===== src/rtl/cmt_pkg.sv =====
`timescale 1ns/1ps
package cmt_pkg;

  localparam int unsigned ADDR_W = 4;

  localparam logic [ADDR_W-1:0] OFS_CTRL = 4'd0;
  localparam logic [ADDR_W-1:0] OFS_MODE = 4'd1;
  localparam logic [ADDR_W-1:0] OFS_PIN  = 4'd2;
  localparam logic [ADDR_W-1:0] OFS_IEN  = 4'd4;
  localparam logic [ADDR_W-1:0] OFS_STAT = 4'd5;
  localparam logic [ADDR_W-1:0] OFS_CNT  = 4'd6;
  localparam logic [ADDR_W-1:0] OFS_CMP  = 4'd8;

  localparam logic [2:0] CLR_CMPA    = 3'd1;
  localparam logic [3:0] MODE_NORMAL = 4'd0;

  typedef enum logic [1:0] {
    ACT_KEEP = 2'd0,
    ACT_LOW  = 2'd1,
    ACT_HIGH = 2'd2,
    ACT_FLIP = 2'd3
  } pin_act_e;

  // Match action: bits [1:0] pick the action, bit 3 disables it.
  function automatic pin_act_e act_of(input logic [3:0] code);
    if (code[3]) return ACT_KEEP;
    return pin_act_e'(code[1:0]);
  endfunction

endpackage


===== src/rtl/cmt_rst_sync.sv =====
`timescale 1ns/1ps
module cmt_rst_sync #(
  parameter int unsigned STAGES = 2
) (
  input  logic clk,
  input  logic rst_n,
  output logic rst_sync_n
);
  logic [STAGES-1:0] sync_q;
  logic [STAGES-1:0] sync_d;

  always_comb begin
    sync_d = {sync_q[STAGES-2:0], 1'b1};
  end

  always_ff @(posedge clk or negedge rst_n) begin
    if (!rst_n) sync_q <= '0;
    else        sync_q <= sync_d;
  end

  assign rst_sync_n = sync_q[STAGES-1];
endmodule


===== src/rtl/cmt_prescaler.sv =====
`timescale 1ns/1ps
module cmt_prescaler #(
  parameter int unsigned SEL_W     = 3,
  parameter int unsigned DIV_STEPS = 4
) (
  input  logic             clk,
  input  logic             rst_n,
  input  logic             en_i,
  input  logic [SEL_W-1:0] code_i,
  output logic             tick_o
);
  localparam int unsigned PC_W = 2 * (DIV_STEPS - 1);
  localparam logic [SEL_W-1:0] STEPS_L = SEL_W'(DIV_STEPS);

  logic [PC_W-1:0] pc_q;
  logic [PC_W-1:0] pc_d;
  logic [PC_W-1:0] mask;
  logic            code_ok;

  // Divide by 4**code: a tick when the low 2*code phase bits are all ones.
  always_comb begin
    for (int i = 0; i < PC_W; i++) begin
      mask[i] = (i < 2 * int'(code_i));
    end
  end

  assign code_ok = (code_i < STEPS_L);
  assign tick_o  = en_i && code_ok && ((pc_q & mask) == mask);

  always_comb begin
    if (en_i) pc_d = pc_q + PC_W'(1);
    else      pc_d = '0;
  end

  always_ff @(posedge clk or negedge rst_n) begin
    if (!rst_n) pc_q <= '0;
    else        pc_q <= pc_d;
  end

  // stopping returns the divider to phase zero
  a_r4_phase_restart: assert property (@(posedge clk) disable iff (!rst_n)
    !en_i |=> (pc_q == '0));

  // reserved divider codes never tick
  a_r3_reserved_silent: assert property (@(posedge clk) disable iff (!rst_n)
    (code_i >= STEPS_L) |-> !tick_o);
endmodule


===== src/rtl/cmt_counter.sv =====
`timescale 1ns/1ps
module cmt_counter #(
  parameter int unsigned CNT_W = 16
) (
  input  logic             clk,
  input  logic             rst_n,
  input  logic             tick_i,
  input  logic             we_i,
  input  logic [CNT_W-1:0] wdata_i,
  input  logic [CNT_W-1:0] cmp_i,
  input  logic             clr_on_match_i,
  output logic [CNT_W-1:0] cnt_o,
  output logic             match_o
);
  logic [CNT_W-1:0] cnt_q;
  logic [CNT_W-1:0] cnt_d;

  assign match_o = tick_i && (cnt_q == cmp_i);
  assign cnt_o   = cnt_q;

  always_comb begin
    cnt_d = cnt_q;
    if (we_i)                           cnt_d = wdata_i;
    else if (match_o && clr_on_match_i) cnt_d = '0;
    else if (tick_i)                    cnt_d = cnt_q + CNT_W'(1);
  end

  always_ff @(posedge clk or negedge rst_n) begin
    if (!rst_n) cnt_q <= '0;
    else        cnt_q <= cnt_d;
  end

  // a counter write wins over counting and clearing
  a_r9_write_wins: assert property (@(posedge clk) disable iff (!rst_n)
    we_i |=> (cnt_o == $past(wdata_i)));

  // clear-on-match returns the counter to zero
  a_r5_clear_after_match: assert property (@(posedge clk) disable iff (!rst_n)
    (match_o && clr_on_match_i && !we_i) |=> (cnt_o == '0));

  // no tick and no write means the counter holds
  a_r4_hold_idle: assert property (@(posedge clk) disable iff (!rst_n)
    (!tick_i && !we_i) |=> $stable(cnt_o));
endmodule


===== src/rtl/cmt_outpin.sv =====
`timescale 1ns/1ps
module cmt_outpin
  import cmt_pkg::*;
(
  input  logic       clk,
  input  logic       rst_n,
  input  logic       cfg_we_i,
  input  logic [3:0] cfg_new_i,
  input  logic [3:0] cfg_q_i,
  input  logic       match_i,
  output logic       pin_o
);
  logic     pin_q;
  logic     pin_d;
  pin_act_e act;

  assign act = act_of(cfg_q_i);

  always_comb begin
    pin_d = pin_q;
    if (cfg_we_i) begin
      if (act_of(cfg_new_i) != ACT_KEEP) pin_d = cfg_new_i[2];
    end else if (match_i) begin
      unique case (act)
        ACT_LOW:  pin_d = 1'b0;
        ACT_HIGH: pin_d = 1'b1;
        ACT_FLIP: pin_d = ~pin_q;
        default:  pin_d = pin_q;
      endcase
    end
  end

  always_ff @(posedge clk or negedge rst_n) begin
    if (!rst_n) pin_q <= 1'b0;
    else        pin_q <= pin_d;
  end

  assign pin_o = pin_q;

  // the pin moves only on a configuration write or a match
  a_r8_pin_hold: assert property (@(posedge clk) disable iff (!rst_n)
    (!cfg_we_i && !match_i) |=> $stable(pin_o));

  // the toggle action inverts the pin on each match
  a_r8_pin_flip: assert property (@(posedge clk) disable iff (!rst_n)
    (match_i && !cfg_we_i && act == ACT_FLIP) |=> (pin_o != $past(pin_o)));
endmodule


===== src/rtl/cmt_channel.sv =====
`timescale 1ns/1ps
module cmt_channel
  import cmt_pkg::*;
#(
  parameter int unsigned CNT_W = 16
) (
  input  logic              clk,
  input  logic              rst_n,
  input  logic              run_i,
  input  logic              bus_sel_i,
  input  logic              bus_wr_i,
  input  logic [ADDR_W-1:0] bus_addr_i,
  input  logic [CNT_W-1:0]  bus_wdata_i,
  output logic [CNT_W-1:0]  bus_rdata_o,
  output logic              irq_o,
  output logic              toc_o
);
  localparam int unsigned BYTE_W = 8;
  localparam int unsigned PAD_W  = CNT_W - BYTE_W;

  logic rst_s_n;

  logic [BYTE_W-1:0] ctrl_q, ctrl_d;
  logic [BYTE_W-1:0] mode_q, mode_d;
  logic [BYTE_W-1:0] pin_q, pin_d;
  logic [BYTE_W-1:0] ien_q, ien_d;
  logic [CNT_W-1:0]  cmp_q, cmp_d;
  logic              flag_q, flag_d;
  logic              armed_q, armed_d;

  logic wr_ctrl, wr_mode, wr_pin, wr_ien, wr_stat, wr_cnt, wr_cmp, rd_stat;
  logic count_en, tick, match, clr_fire;
  logic [CNT_W-1:0] cnt;

  cmt_rst_sync #(.STAGES(2)) u_rst (
    .clk(clk), .rst_n(rst_n), .rst_sync_n(rst_s_n)
  );

  // Bus decode
  always_comb begin
    wr_ctrl = bus_sel_i && bus_wr_i && (bus_addr_i == OFS_CTRL);
    wr_mode = bus_sel_i && bus_wr_i && (bus_addr_i == OFS_MODE);
    wr_pin  = bus_sel_i && bus_wr_i && (bus_addr_i == OFS_PIN);
    wr_ien  = bus_sel_i && bus_wr_i && (bus_addr_i == OFS_IEN);
    wr_stat = bus_sel_i && bus_wr_i && (bus_addr_i == OFS_STAT);
    wr_cnt  = bus_sel_i && bus_wr_i && (bus_addr_i == OFS_CNT);
    wr_cmp  = bus_sel_i && bus_wr_i && (bus_addr_i == OFS_CMP);
    rd_stat = bus_sel_i && !bus_wr_i && (bus_addr_i == OFS_STAT);
  end

  assign count_en = run_i && (mode_q[3:0] == MODE_NORMAL);

  cmt_prescaler #(.SEL_W(3), .DIV_STEPS(4)) u_psc (
    .clk(clk), .rst_n(rst_s_n), .en_i(count_en),
    .code_i(ctrl_q[2:0]), .tick_o(tick)
  );

  cmt_counter #(.CNT_W(CNT_W)) u_cnt (
    .clk(clk), .rst_n(rst_s_n), .tick_i(tick), .we_i(wr_cnt),
    .wdata_i(bus_wdata_i), .cmp_i(cmp_q),
    .clr_on_match_i(ctrl_q[7:5] == CLR_CMPA),
    .cnt_o(cnt), .match_o(match)
  );

  cmt_outpin u_pin (
    .clk(clk), .rst_n(rst_s_n), .cfg_we_i(wr_pin),
    .cfg_new_i(bus_wdata_i[3:0]), .cfg_q_i(pin_q[3:0]),
    .match_i(match), .pin_o(toc_o)
  );

  // Register next state
  always_comb begin
    ctrl_d = wr_ctrl ? bus_wdata_i[BYTE_W-1:0] : ctrl_q;
    mode_d = wr_mode ? bus_wdata_i[BYTE_W-1:0] : mode_q;
    pin_d  = wr_pin  ? bus_wdata_i[BYTE_W-1:0] : pin_q;
    ien_d  = wr_ien  ? bus_wdata_i[BYTE_W-1:0] : ien_q;
    cmp_d  = wr_cmp  ? bus_wdata_i : cmp_q;
  end

  // Flag: set by match, cleared by a zero write following a read that saw it
  assign clr_fire = wr_stat && !bus_wdata_i[0] && armed_q;

  always_comb begin
    flag_d  = flag_q;
    armed_d = armed_q;
    if (rd_stat && flag_q) armed_d = 1'b1;
    if (clr_fire) begin
      flag_d  = 1'b0;
      armed_d = 1'b0;
    end
    if (match) flag_d = 1'b1;
  end

  always_ff @(posedge clk or negedge rst_s_n) begin
    if (!rst_s_n) begin
      ctrl_q  <= '0;
      mode_q  <= '0;
      pin_q   <= '0;
      ien_q   <= '0;
      cmp_q   <= '0;
      flag_q  <= 1'b0;
      armed_q <= 1'b0;
    end else begin
      ctrl_q  <= ctrl_d;
      mode_q  <= mode_d;
      pin_q   <= pin_d;
      ien_q   <= ien_d;
      cmp_q   <= cmp_d;
      flag_q  <= flag_d;
      armed_q <= armed_d;
    end
  end

  // Read mux
  always_comb begin
    unique case (bus_addr_i)
      OFS_CTRL: bus_rdata_o = {{PAD_W{1'b0}}, ctrl_q};
      OFS_MODE: bus_rdata_o = {{PAD_W{1'b0}}, mode_q};
      OFS_PIN:  bus_rdata_o = {{PAD_W{1'b0}}, pin_q};
      OFS_IEN:  bus_rdata_o = {{PAD_W{1'b0}}, ien_q};
      OFS_STAT: bus_rdata_o = {{(CNT_W-1){1'b0}}, flag_q};
      OFS_CNT:  bus_rdata_o = cnt;
      OFS_CMP:  bus_rdata_o = cmp_q;
      default:  bus_rdata_o = '0;
    endcase
  end

  assign irq_o = flag_q && ien_q[0];

  // a match always leaves the flag set
  a_r6_set_on_match: assert property (@(posedge clk) disable iff (!rst_s_n)
    match |=> flag_q);

  // without a prior read the flag cannot drop
  a_r6_no_clear_unarmed: assert property (@(posedge clk) disable iff (!rst_s_n)
    (flag_q && !armed_q) |=> flag_q);

  // writing a one never clears the flag
  a_r6_one_no_effect: assert property (@(posedge clk) disable iff (!rst_s_n)
    (flag_q && wr_stat && bus_wdata_i[0]) |=> flag_q);

  // the interrupt requires the flag
  a_r7_irq_needs_flag: assert property (@(posedge clk) disable iff (!rst_s_n)
    irq_o |-> flag_q);
endmodule


===== config.mk =====
export PLATFORM = sky130hd
export DESIGN_NAME = cmt_channel
export DESIGN_NICKNAME = d
export VERILOG_FILES = /design/src/rtl/cmt_pkg.sv /design/src/rtl/cmt_rst_sync.sv /design/src/rtl/cmt_prescaler.sv /design/src/rtl/cmt_counter.sv /design/src/rtl/cmt_outpin.sv /design/src/rtl/cmt_channel.sv
export SDC_FILE = /design/constraint.sdc
export NUM_CORES = 1
export LEC_CHECK = 0
export CORE_MARGIN = 5
export CORE_UTILIZATION = 43
export DETAILED_ROUTE_END_ITERATION = 8
export PLACE_DENSITY_LB_ADDON = 0.25
export SYNTH_ARGS = -nofsm -noshare
export SYNTH_HDL_FRONTEND = slang
export SYNTH_SLANG_ARGS = --single-unit

===== constraint.sdc =====
create_clock -name clk -period 5.6 [get_ports clk]
set_input_delay 0.56 -clock clk [delete_from_list [all_inputs] [get_ports clk]]
set_output_delay 0.56 -clock clk [all_outputs]
set_load 0.03 [all_outputs]

== Yosys cells after proc, flatten, opt, wreduce, memory -nomap -nowiden ==
Index checks and enable logic that the tools add are counted.

* Add/subtract/negate cells: 2
* $lt $le $gt $ge: 7
* Equal/unequal tests: 13
* Multiplexer cells: 21
* Bitwise operators: 2
* Reduce and logical (&&, ||, !) cells: 30

{| class="wikitable"
|+ Operators with widths
! cell !! number
|-
| $pmux W16 S7 || 1
|-
| $mux W16 || 3
|-
| $logic_and A1 B1 Y1 || 19
|-
| $add A16 B1 Y16 const B || 1
|-
| $eq A16 B16 Y1 || 1
|-
| $eq A4 B3 Y1 const B || 3
|-
| $mux W1 || 10
|-
| $mux W2 || 5
|-
| $logic_not A4 Y1 || 2
|-
| $lt A1 B4 Y1 const A || 2
|-
| $lt A2 B4 Y1 const A || 2
|-
| $lt A3 B4 Y1 const A || 2
|-
| $reduce_bool A2 Y1 || 4
|-
| $add A6 B1 Y6 const B || 1
|-
| $and A6 B6 Y6 || 1
|-
| $eq A6 B6 Y1 || 1
|-
| $mux W6 || 1
|-
| $eq A2 B2 Y1 const B || 2
|-
| $eq A4 B1 Y1 const B || 1
|-
| $eq A4 B2 Y1 const B || 1
|-
| $eq A4 B4 Y1 const B || 1
|-
| $reduce_bool A4 Y1 || 1
|-
| $eq A3 B1 Y1 const B || 1
|-
| $lt A3 B3 Y1 const B || 1
|-
| 7 further kinds || 8
|}

* Input bits: 25
* Register bits: 75

== Longest topological paths before layout ==
Gate-level depths: netlist of run 1.

* Depth in word-level cells: 8
* Mapped depth: 9
* Mapped depth without buffers: 7

== By module ==
From an unflattened synthesis of run 1, not the netlist that was laid out.

* Cell total of the unflattened synthesis: 401
* Area total of the unflattened synthesis: 4385.5 sq um

{| class="wikitable"
|+ By module, submodules not included
! module !! area each (sq um) !! times used !! cells each
|-
| cmt_channel || 2653.8 || 1 || 199
|-
| cmt_counter || 1301.2 || 1 || 163
|-
| cmt_prescaler || 289.0 || 1 || 27
|-
| cmt_outpin || 87.6 || 1 || 9
|-
| cmt_rst_sync || 53.8 || 1 || 3
|}

== Worst setup path after synthesis of run 1 ==
No wires, ideal clock.

* Path kind: input -> output
* Start: input port bus_addr_i[1]
* End: output port bus_rdata_o[0]
* Cell stages on the path: 4
* Path slack: 2810 ps
* Arrival: 2230 ps
* Cell sequence: buf_2 -> nor2b_1 -> a22oi_1 -> o311ai_0

* Word-level cells in the longest chain between the ends: 2
* Elaborated cells on any way between the ends: 8
* Classes of those cells: eq/ne: 6; mux: 1; reduce/logical: 1

{| class="wikitable"
|+ Ends and longest elaborated chain
! item !! line !! text
|-
| from (decl) || cmt_channel.sv:12 || <nowiki>input logic [ADDR_W-1:0] bus_addr_i,</nowiki>
|-
| $eq A4 B4 Y1, or another cell as far along || cmt_channel.sv:116 || <nowiki>unique case (bus_addr_i)</nowiki>
|-
| $pmux W16 S7 * || cmt_channel.sv:116 ||
|-
| to (decl) || cmt_channel.sv:14 || <nowiki>output logic [CNT_W-1:0] bus_rdata_o,</nowiki>
|}

Every way passes the cells marked *; elsewhere a longest branch is shown, timed or not.

== Worst setup path in the final report of run 1 ==
Ends and elaborated chain as after synthesis.

==> results of run 1 <==
[metrics by stage]
stage               instance area (µm²)  utilization, %  total power [W]  setup WS [ns]
finish                             4770            51.8          0.00164           1.25
global route                       4770            51.8          0.00173           1.16
CTS                                4770            51.8          0.00166           1.29
detailed placement                 4490            48.8          0.00109           1.32
global placement                   4490            48.8          0.00107           1.43
floorplan                          4050               -         0.000979           2.81
[layout by cell type (no fill, tap or decap), types with 2 or more instances in the layout]
cell type / n
a221oi_1: 4
nand3_1: 17
nand2b_1: 3
nor3_1: 9
nand2_1: 54
and3_1: 6
clkbuf_8: 11
nand3b_1: 2
inv_1: 3
clkdlybuf4s50_1: 42
nand4_1: 13
nor2_1: 20
mux2_2: 41
nand3_2: 2
xnor2_1: 21
o21ai_2: 2
nor2b_1: 5
xor2_1: 9
a32oi_1: 2
o21ai_1: 8
a222oi_1: 2
dfrtp_1: 74
a22oi_1: 7
o21ai_0: 12
bufinv_16: 4
ha_1: 2
and2_1: 5
nand2_2: 2
o31ai_1: 2
a21oi_1: 7
a22o_1: 10
nor4_1: 2
mux2i_1: 6
[state kept, by name, indices dropped and copies added, names as in the netlist]
name and cells:
pin_q 8, mode_q 8, cmp_q 16, flag_q 1, ien_q 8, u_rst.sync_q 2
armed_q 1, u_cnt.cnt_o 16, u_psc.pc_q 6, ctrl_q 8, u_pin.pin_o 1
[kinds of logic (layout without fill, tap and decap cells)]
family,Yosys count,in the layout,synth area share (%)
AO/OA/AOI/OAI,65,65,11.5
other,1,1,0.0925
XOR/XNOR,30,30,6.48
flip-flops,75,75,46.3
AND/OR/NAND/NOR,146,146,18.3
adder cells (fa/ha/maj),2,2,0.617
multiplexers,48,48,13.2
buffers and inverters,24,62,3.46
[routing by layer]
| metal | global-route usage, % | routed length [µm] |
|---|---|---|
| met1 | 22.3 | 4320 |
| met2 | 31.0 | 4920 |
| met3 | 3.67 | 533 |
| met4 | 4.75 | 119 |
| met5 | 0 | 0 |
[cell type report]
class / instances / area, µm²
multi-input combinational: 292 / 2040
clock inverter: 4 / 120
tap: 111 / 139
timing repair buffer: 43 / 428
fill: 864 / 4430
clock buffer: 12 / 155
inverter: 3 / 11.3
sequential: 75 / 1880
[power groups by stage]
stage	logic (W)	registers (W)	clock network [W]
after floorplan	0.000256	0.000723	0
after global placement	0.000322	0.000753	0
after detailed placement	0.000330	0.000756	0
after CTS	0.000333	0.000745	0.000578
after global routing	0.000363	0.000761	0.000602
final	0.000330	0.000746	0.000567
[worst paths after layout]
kind	endpoint	slack (ns)	startpoint	depth (start not counted)
worst max-delay path	bus_rdata_o[0]	1.25	bus_addr_i[1]	6
worst min-delay path	u_rst.sync_q[1]$_DFF_PN0_	0.36	rst_n	1
worst max register to register	u_pin.pin_o$_DFFE_PN0P_	3.20	mode_q[2]$_DFFE_PN0P_	6
worst min register to register	u_rst.sync_q[1]$_DFF_PN0_	0.36	u_rst.sync_q[0]$_DFF_PN0_	0
max in group asynchronous	u_cnt.cnt_o[8]$_DFFE_PN0P_	4.52	u_rst.sync_q[1]$_DFF_PN0_	1
min in group clk	u_rst.sync_q[1]$_DFF_PN0_	0.36	u_rst.sync_q[0]$_DFF_PN0_	0
==> flow_metrics.env, run 1 <==
export IMPL_dieArea_mm2=0.0115
export IMPL_ys_seq_area_share_pct=46.3
export IMPL_ys_top_cells_by_count="dfrtp_1, nand2_1, mux2_2, xnor2_1, nor2_1"
export IMPL_cp_start_kind="input port"
export IMPL_worstPathRequired_ns=5.04
export IMPL_syn_to_final_growth_pct=17.6
export IMPL_grt_pass1_wl_um=16200
export IMPL_ios=43
export IMPL_wirelength_um=9890
export IMPL_initial_core_util_pct=44.1
export IMPL_switching_share_pct=28.4
export IMPL_drive_gt1_share_pct=16.3
export IMPL_finalClockSkew_ns=0.00950
export IMPL_routedWlPerCell_um=18.3
export IMPL_synth_top_flop_cell="dfrtp_1"
export IMPL_vdd_drop_max_uv=157
export IMPL_core_area_mm2=0.00920
export IMPL_crit_path_max_fanout=14
export IMPL_ant_nets=0
export IMPL_ys_warn_count=0
export IMPL_cap_violations=0
export IMPL_cts_resized=0
export IMPL_p_sw_w=0.000467
export IMPL_clk_pin_slew_ns=0.08
export IMPL_cts_tree="yes"
export IMPL_tns_ns=0
export IMPL_postSynthAreaPerCell_um2=10.4
export IMPL_portBuffers=42
export IMPL_path_delay_family="buffers and inverters"
export IMPL_final_hold_viol_count=0
export IMPL_n_antenna_cell=0
export IMPL_drc=0
export IMPL_clkLatencyLatePin_ns=0.35
export IMPL_min_period_ns=4.35
export IMPL_finalSetupViolations=0
export IMPL_vias=3079
export IMPL_rsz0062_at_grt="false"
export IMPL_power_density_mw_per_mm2=345
export IMPL_hp_class="in2async"
export IMPL_grt_overflow=0
export IMPL_std_cell_rows=35
export IMPL_synth_edff_count=0
export IMPL_crit_chain="clkdlybuf4s50_1, nor2b_1, and2_1, a22oi_1, o311ai_0, clkdlybuf4s50_1"
export IMPL_leakagePower_nw=1.94
export IMPL_crit_top_cell="clkdlybuf4s50_1"
export IMPL_grt_pass1_vias=3229
export IMPL_post_synth_top_count_cell="dfrtp_1"
export IMPL_antenna_found_initial=0
export IMPL_place_gp_congestion=0.791
export IMPL_grt_use_total_pct=17.8
export IMPL_cp_data_arrival_time_ns=3.79
export IMPL_synth_top_area_share_pct=46.3
export IMPL_die_width_um=107
export IMPL_async_flop_share_pct=100
export IMPL_drt_iter0_drc=152
export IMPL_seq_power_share_pct=45.4
export IMPL_critPathSlowestCell="clkdlybuf4s50_1"
export IMPL_fin_nets=451
export IMPL_p_comb_share_pct=20.1
export IMPL_cts_root_buf="clkbuf_8"
export IMPL_cts_sinks=75
export IMPL_status="complete, no violations"
export IMPL_worstSetupEndpointType="output pin"
export IMPL_layoutNonFillerInstCount=540
export IMPL_clockBufferDepth=2
export IMPL_mappedNetlistArea_mm2=0.00405
export IMPL_path_class="in2out"
export IMPL_path_buf_inv=2
export IMPL_clock_power_share_pct=34.5
export IMPL_dr_pass1_iters=4
export IMPL_max_slew_worst_pin_slew_ns=0.974
export IMPL_finalCritPeriodShare_pct=77.7
export IMPL_maxSlewViolCount=0
export IMPL_slowest_delay_ns=0.87
export IMPL_grt_max_degree=74
export IMPL_postCtsSetupRepairBufs=0
export IMPL_holdBufCountCts=0
export IMPL_slew_headroom_pct=34.8
export IMPL_viasPerCell=5.70
export IMPL_cts_buffers=9
export IMPL_cts_htree_levels=3
export IMPL_syn_inst=391
export IMPL_dp_hpwl_um=7020
export IMPL_hold_ws_ns=0.360
export IMPL_max_freq_mhz=230
export IMPL_p_int_w=0.00118
export IMPL_dp_cells=524
export IMPL_die_y_um=107
export IMPL_yosysTopAreaCell="dfrtp_1"
export IMPL_synth_top_cells_by_area="dfrtp_1, mux2_2, nand2_1"
export IMPL_ys_ff_latch=75
export IMPL_ys_types=52
export IMPL_postSynthNetCount=418
No activity file was read; power rests on OpenSTA's default activity.
==> run 2, diff against run 1 <==
clock period = 4 ns   (was 5.6 ns; I/O delays follow)
==> flow_metrics.env, run 2 (synthesized netlist as in run 1, its figures left out) <==
export IMPL_switching_share_pct=31.9
export IMPL_drt_iter0_drc=152
export IMPL_syn_to_final_growth_pct=16.4
export IMPL_worstPathRequired_ns=3.60
export IMPL_holdBufCountCts=0
export IMPL_grt_pass1_wl_um=16300
export IMPL_seqCellArea_mm2=0.00188
export IMPL_cap_violations=0
export IMPL_drc=0
export IMPL_routedWlPerCell_um=18.0
export IMPL_cp_data_arrival_time_ns=2.96
export IMPL_p_comb_share_pct=22.3
export IMPL_clk_pin_slew_ns=0.07
export IMPL_cts_resized=0
export IMPL_vdd_drop_max_uv=206
export IMPL_fillers=853
export IMPL_clkLatencyLatePin_ns=0.36
export IMPL_layout_commonest_cell="dfrtp_1"
export IMPL_dr_pass1_iters=5
export IMPL_crit_path_max_fanout=10
export IMPL_use_met3_pct=4.15
export IMPL_crit_chain="clkdlybuf4s50_1, buf_4, nor2b_1, and2_1, a22oi_1, o311ai_0, clkdlybuf4s50_1"
export IMPL_final_area_mm2=0.00472
export IMPL_path_class="in2out"
export IMPL_ios=43
export IMPL_p_sw_w=0.000653
export IMPL_leakagePower_nw=1.93
export IMPL_finalCritPeriodShare_pct=83.9
export IMPL_antenna_found_initial=0
export IMPL_max_freq_mhz=298
export IMPL_cp_start_kind="input port"
export IMPL_std_cell_rows=35
export IMPL_multiInputGateArea_mm2=0.00204
export IMPL_p_int_w=0.00140
export IMPL_cts_root_buf="clkbuf_8"
export IMPL_clock_power_share_pct=26.5
export IMPL_grt_overflow=0
export IMPL_dp_hpwl_um=7140
export IMPL_place_gp_congestion=0.826
export IMPL_slew_headroom_pct=44.4
export IMPL_dp_cells=531
export IMPL_ant_nets=0
export IMPL_met1_usage_pct=24.2
export IMPL_crit_top_cell="clkdlybuf4s50_1"
export IMPL_layoutNonFillerInstCount=547
export IMPL_wirelength_um=9860
export IMPL_core_area_mm2=0.00920
export IMPL_finalSetupViolations=0
export IMPL_finalClockSkew_ns=0.0107
export IMPL_n_antenna_cell=0
export IMPL_drive_gt1_share_pct=17.2
export IMPL_tns_ns=0
export IMPL_vias=3091
export IMPL_grtUsageMet2_pct=29.7
export IMPL_clockBufferDepth=2
export IMPL_portBuffers=42
export IMPL_grt_max_degree=29
export IMPL_postCtsSetupRepairBufs=0
export IMPL_grt_use_total_pct=18.2
export IMPL_cts_htree_levels=3
export IMPL_critPathSlowestCell="clkdlybuf4s50_1"
export IMPL_cts_tree="yes"
export IMPL_worstSetupEndpointType="output pin"
export IMPL_min_period_ns=3.36
export IMPL_die_y_um=107
export IMPL_slowest_delay_ns=0.75
export IMPL_fin_nets=458
export IMPL_hold_ws_ns=0.197
export IMPL_dieArea_mm2=0.0115
export IMPL_cts_buffers=9
export IMPL_r2r_cells=6
export IMPL_maxSlewViolCount=0
export IMPL_power_density_mw_per_mm2=434
export IMPL_cts_sinks=75
export IMPL_max_slew_worst_pin_slew_ns=0.835
export IMPL_dpl_cell_area_mm2=0.00454
export IMPL_grt_pass1_vias=3161
export IMPL_viasPerCell=5.65
export IMPL_status="complete, no violations"
export IMPL_gr_max_usage_layer="met2"
export IMPL_die_width_um=107
export IMPL_hp_class="in2async"
export IMPL_initial_core_util_pct=44.1
export IMPL_final_cell_mix="dfrtp_1, nand2_1, clkdlybuf4s50_1, mux2_2, xnor2_1"
export IMPL_final_hold_viol_count=0
export IMPL_seq_power_share_pct=51.2
export IMPL_rsz0062_at_grt="false"
run 2: cell count changes in the layout (fill, tap and decap cells not counted):
cell       change
bufinv_16      -4
buf_4          +7
clkinv_2       +2
clkbuf_1       +2
run 2: area by class of cell:
class / instances / share of cell area [%]
clock inverters: 2 / 0.212
inverters: 3 / 0.239
clock buffers: 14 / 3.45
multi-input cells: 292 / 43.2
well taps: 111 / 2.94
flip-flops and latches: 75 / 39.8
repair buffers: 50 / 10.2
run 2: routing by layer:
layer | part of all wire, % | vias up
met5 | 0 | -
met3 | 4.6 | 9
met4 | 0.85 | 0
met2 | 48 | 76
li1 | - | 1484
met1 | 47 | 1522
run 2: per-stage QoR:
step	power (W)	worst slack [ns]	util [%]
floorplan	0.00137	1.53	-
global placement	0.00151	0.714	49.4
detailed placement	0.00152	0.669	49.4
CTS	0.00206	0.656	51.3
global route	0.00216	0.459	51.3
finish	0.00205	0.643	51.3
run 2: path summary, 6_finish.rpt:
check | startpoint | to | slack, ns
max in group asynchronous | u_rst.sync_q[1]$_DFF_PN0_ | mode_q[3]$_DFFE_PN0P_ | 2.94
setup / recovery | bus_addr_i[1] | bus_rdata_o[0] | 0.64
setup reg to reg | mode_q[2]$_DFFE_PN0P_ | u_pin.pin_o$_DFFE_PN0P_ | 1.56
hold / removal | rst_n | u_rst.sync_q[0]$_DFF_PN0_ | 0.20
min in group clk | u_rst.sync_q[0]$_DFF_PN0_ | u_rst.sync_q[1]$_DFF_PN0_ | 0.35
hold reg to reg | u_rst.sync_q[1]$_DFF_PN0_ | mode_q[7]$_DFFE_PN0P_ | 0.29
run 2: power by group through the flow:
stage / registers (W) / logic (W) / clock network (W)
floorplan: 0.00101 / 0.000358 / 0
global placement: 0.00106 / 0.000449 / 0
detailed placement: 0.00106 / 0.000458 / 0
CTS: 0.00105 / 0.000461 / 0.000550
global route: 0.00107 / 0.000505 / 0.000584
finish: 0.00105 / 0.000457 / 0.000542
run 2: critical path: cells and delay by family:
family	cells	cell delay (ns)
AOI/OAI and AO/OA	2	0.31
and+or+nand+nor	2	0.58
buffers and inverters	3	1.66
==> run 3, diff against run 2 <==
clock period = 2.9 ns   (was 4 ns; I/O delays follow)
==> flow_metrics.env, run 3 (synthesized netlist as in run 1, its figures left out) <==
export IMPL_use_met3_pct=3.73
export IMPL_worstPathRequired_ns=2.61
export IMPL_status="complete, no violations"
export IMPL_drive_gt1_share_pct=22.7
export IMPL_grt_overflow=0
export IMPL_place_gp_congestion=0.884
export IMPL_holdBufCountCts=0
export IMPL_final_area_mm2=0.00479
export IMPL_tns_ns=0
export IMPL_met1_usage_pct=24.5
export IMPL_multiInputGateArea_mm2=0.00204
export IMPL_finalClockSkew_ns=0.0111
export IMPL_dieArea_mm2=0.0115
export IMPL_drt_iter0_drc=121
export IMPL_setup_reg_to_reg_worst_slack_ns=0.67
export IMPL_cts_tree="yes"
export IMPL_worstSetupEndpointType="output pin"
export IMPL_gr_max_usage_layer="met2"
export IMPL_wirelength_um=9900
export IMPL_initial_core_util_pct=44.1
export IMPL_clockBufferDepth=2
export IMPL_antenna_found_initial=0
export IMPL_routedWlPerCell_um=17.8
export IMPL_cts_sinks=75
export IMPL_cts_root_buf="clkbuf_8"
export IMPL_cts_buffers=9
export IMPL_core_area_mm2=0.00920
export IMPL_clk_pin_slew_ns=0.09
export IMPL_vias=3154
export IMPL_grt_pass1_wl_um=16600
export IMPL_grt_use_total_pct=18.4
export IMPL_grt_max_degree=46
export IMPL_portBuffers=42
export IMPL_grt_pass1_vias=3243
export IMPL_n_antenna_cell=0
export IMPL_die_y_um=107
export IMPL_seqCellArea_mm2=0.00188
export IMPL_finalSetupViolations=0
export IMPL_clkLatencyLatePin_ns=0.36
export IMPL_cap_violations=0
export IMPL_final_hold_viol_count=0
export IMPL_path_class="in2out"
export IMPL_min_period_ns=2.54
export IMPL_hp_class="in2async"
export IMPL_max_slew_worst_pin_slew_ns=0.697
export IMPL_viasPerCell=5.68
export IMPL_drc=0
export IMPL_finalCritPeriodShare_pct=87.5
export IMPL_rsz0062_at_grt="false"
export IMPL_cp_data_arrival_time_ns=2.25
export IMPL_grtUsageMet2_pct=29.6
export IMPL_maxSlewViolCount=0
export IMPL_layout_commonest_cell="dfrtp_1"
export IMPL_leakagePower_nw=2.02
export IMPL_cts_htree_levels=3
export IMPL_fillers=851
export IMPL_die_width_um=107
export IMPL_dr_pass1_iters=5
export IMPL_crit_path_max_fanout=13
export IMPL_cp_start_kind="input port"
export IMPL_vdd_drop_max_uv=405
export IMPL_cts_resized=0
export IMPL_dp_hpwl_um=7240
export IMPL_power_density_mw_per_mm2=621
export IMPL_ant_nets=0
export IMPL_syn_to_final_growth_pct=18.3
export IMPL_postCtsSetupRepairBufs=0
export IMPL_std_cell_rows=35
export IMPL_ios=43
export IMPL_final_cell_mix="dfrtp_1, nand2_1, mux2_2, buf_4, clkdlybuf4s50_1"
export IMPL_fin_nets=466
export IMPL_dpl_cell_area_mm2=0.00458
export IMPL_max_freq_mhz=394
export IMPL_slew_headroom_pct=53.5
run 3: changes by cell type in the layout (fill, tap and decap cells not counted), moves of 2 or more:
cell,before,now
clkdlybuf4s50_1,42,26
bufinv_16,0,2
clkbuf_1,3,1
clkbuf_8,11,9
buf_4,8,31
clkinv_4,0,2
run 3: area by class of cell:
| type | count | share of cell area [%] |
|---|---|---|
| clock inverters | 6 | 1.88 |
| flip-flops and latches | 75 | 39.2 |
| well taps | 111 | 2.90 |
| repair buffers | 58 | 10.7 |
| multi-input cells | 292 | 42.5 |
| clock buffers | 10 | 2.66 |
| inverters | 3 | 0.235 |
run 3: per-layer routing:
metal | part of all wire, % | wire length [µm] | vias to the layer above
met2 | 48 | 4750 | 79
met3 | 5.2 | 512 | 16
met1 | 45 | 4470 | 1556
li1 | - | - | 1503
met4 | 1.7 | 165 | 0
met5 | 0 | 0 | -
run 3: path summary, 6_finish.rpt:
path,start,end,cells after the start
worst min register to register,u_rst.sync_q[1]$_DFF_PN0_,ien_q[7]$_DFFE_PN0P_,0
worst max register to register,mode_q[2]$_DFFE_PN0P_,u_cnt.cnt_o[15]$_DFFE_PN0P_,7
worst min-delay path,rst_n,u_rst.sync_q[0]$_DFF_PN0_,1
min in group clk,u_rst.sync_q[0]$_DFF_PN0_,u_rst.sync_q[1]$_DFF_PN0_,0
max in group asynchronous,u_rst.sync_q[1]$_DFF_PN0_,u_cnt.cnt_o[1]$_DFFE_PN0P_,1
worst max-delay path,bus_addr_i[2],bus_rdata_o[4],6
run 3: critical path, stage by stage:
cell             delay (ns)
clkdlybuf4s50_1        0.65
nor4b_4                0.63
buf_4                  0.28
a22oi_1                0.11
o21ai_0                0.10
buf_4                  0.20
run 3: power by group:
part / total [W] / switching, W / internal, W
Sequential: 0.00144 / 0.000212 / 0.00123
Clock: 0.000900 / 0.000414 / 0.000486
Combinational: 0.000636 / 0.000299 / 0.000337
Total: 0.00298 / 0.000924 / 0.00206
run 3: per-stage QoR:
step / setup WS [ns] / power, W / hold WS [ns] / std cells / utilization (%)
2_1_floorplan: 0.650 / 0.00189 / -0.00559 / 391 / -
3_3_place_gp: 0.394 / 0.00208 / 0.328 / 539 / 49.8
3_5_place_dp: 0.360 / 0.00210 / 0.340 / 539 / 49.8
4_1_cts: 0.362 / 0.00300 / 0.0766 / 555 / 52.1
5_1_grt: 0.200 / 0.00315 / 0.0751 / 555 / 52.1
6_report: 0.361 / 0.00298 / 0.0855 / 555 / 52.1
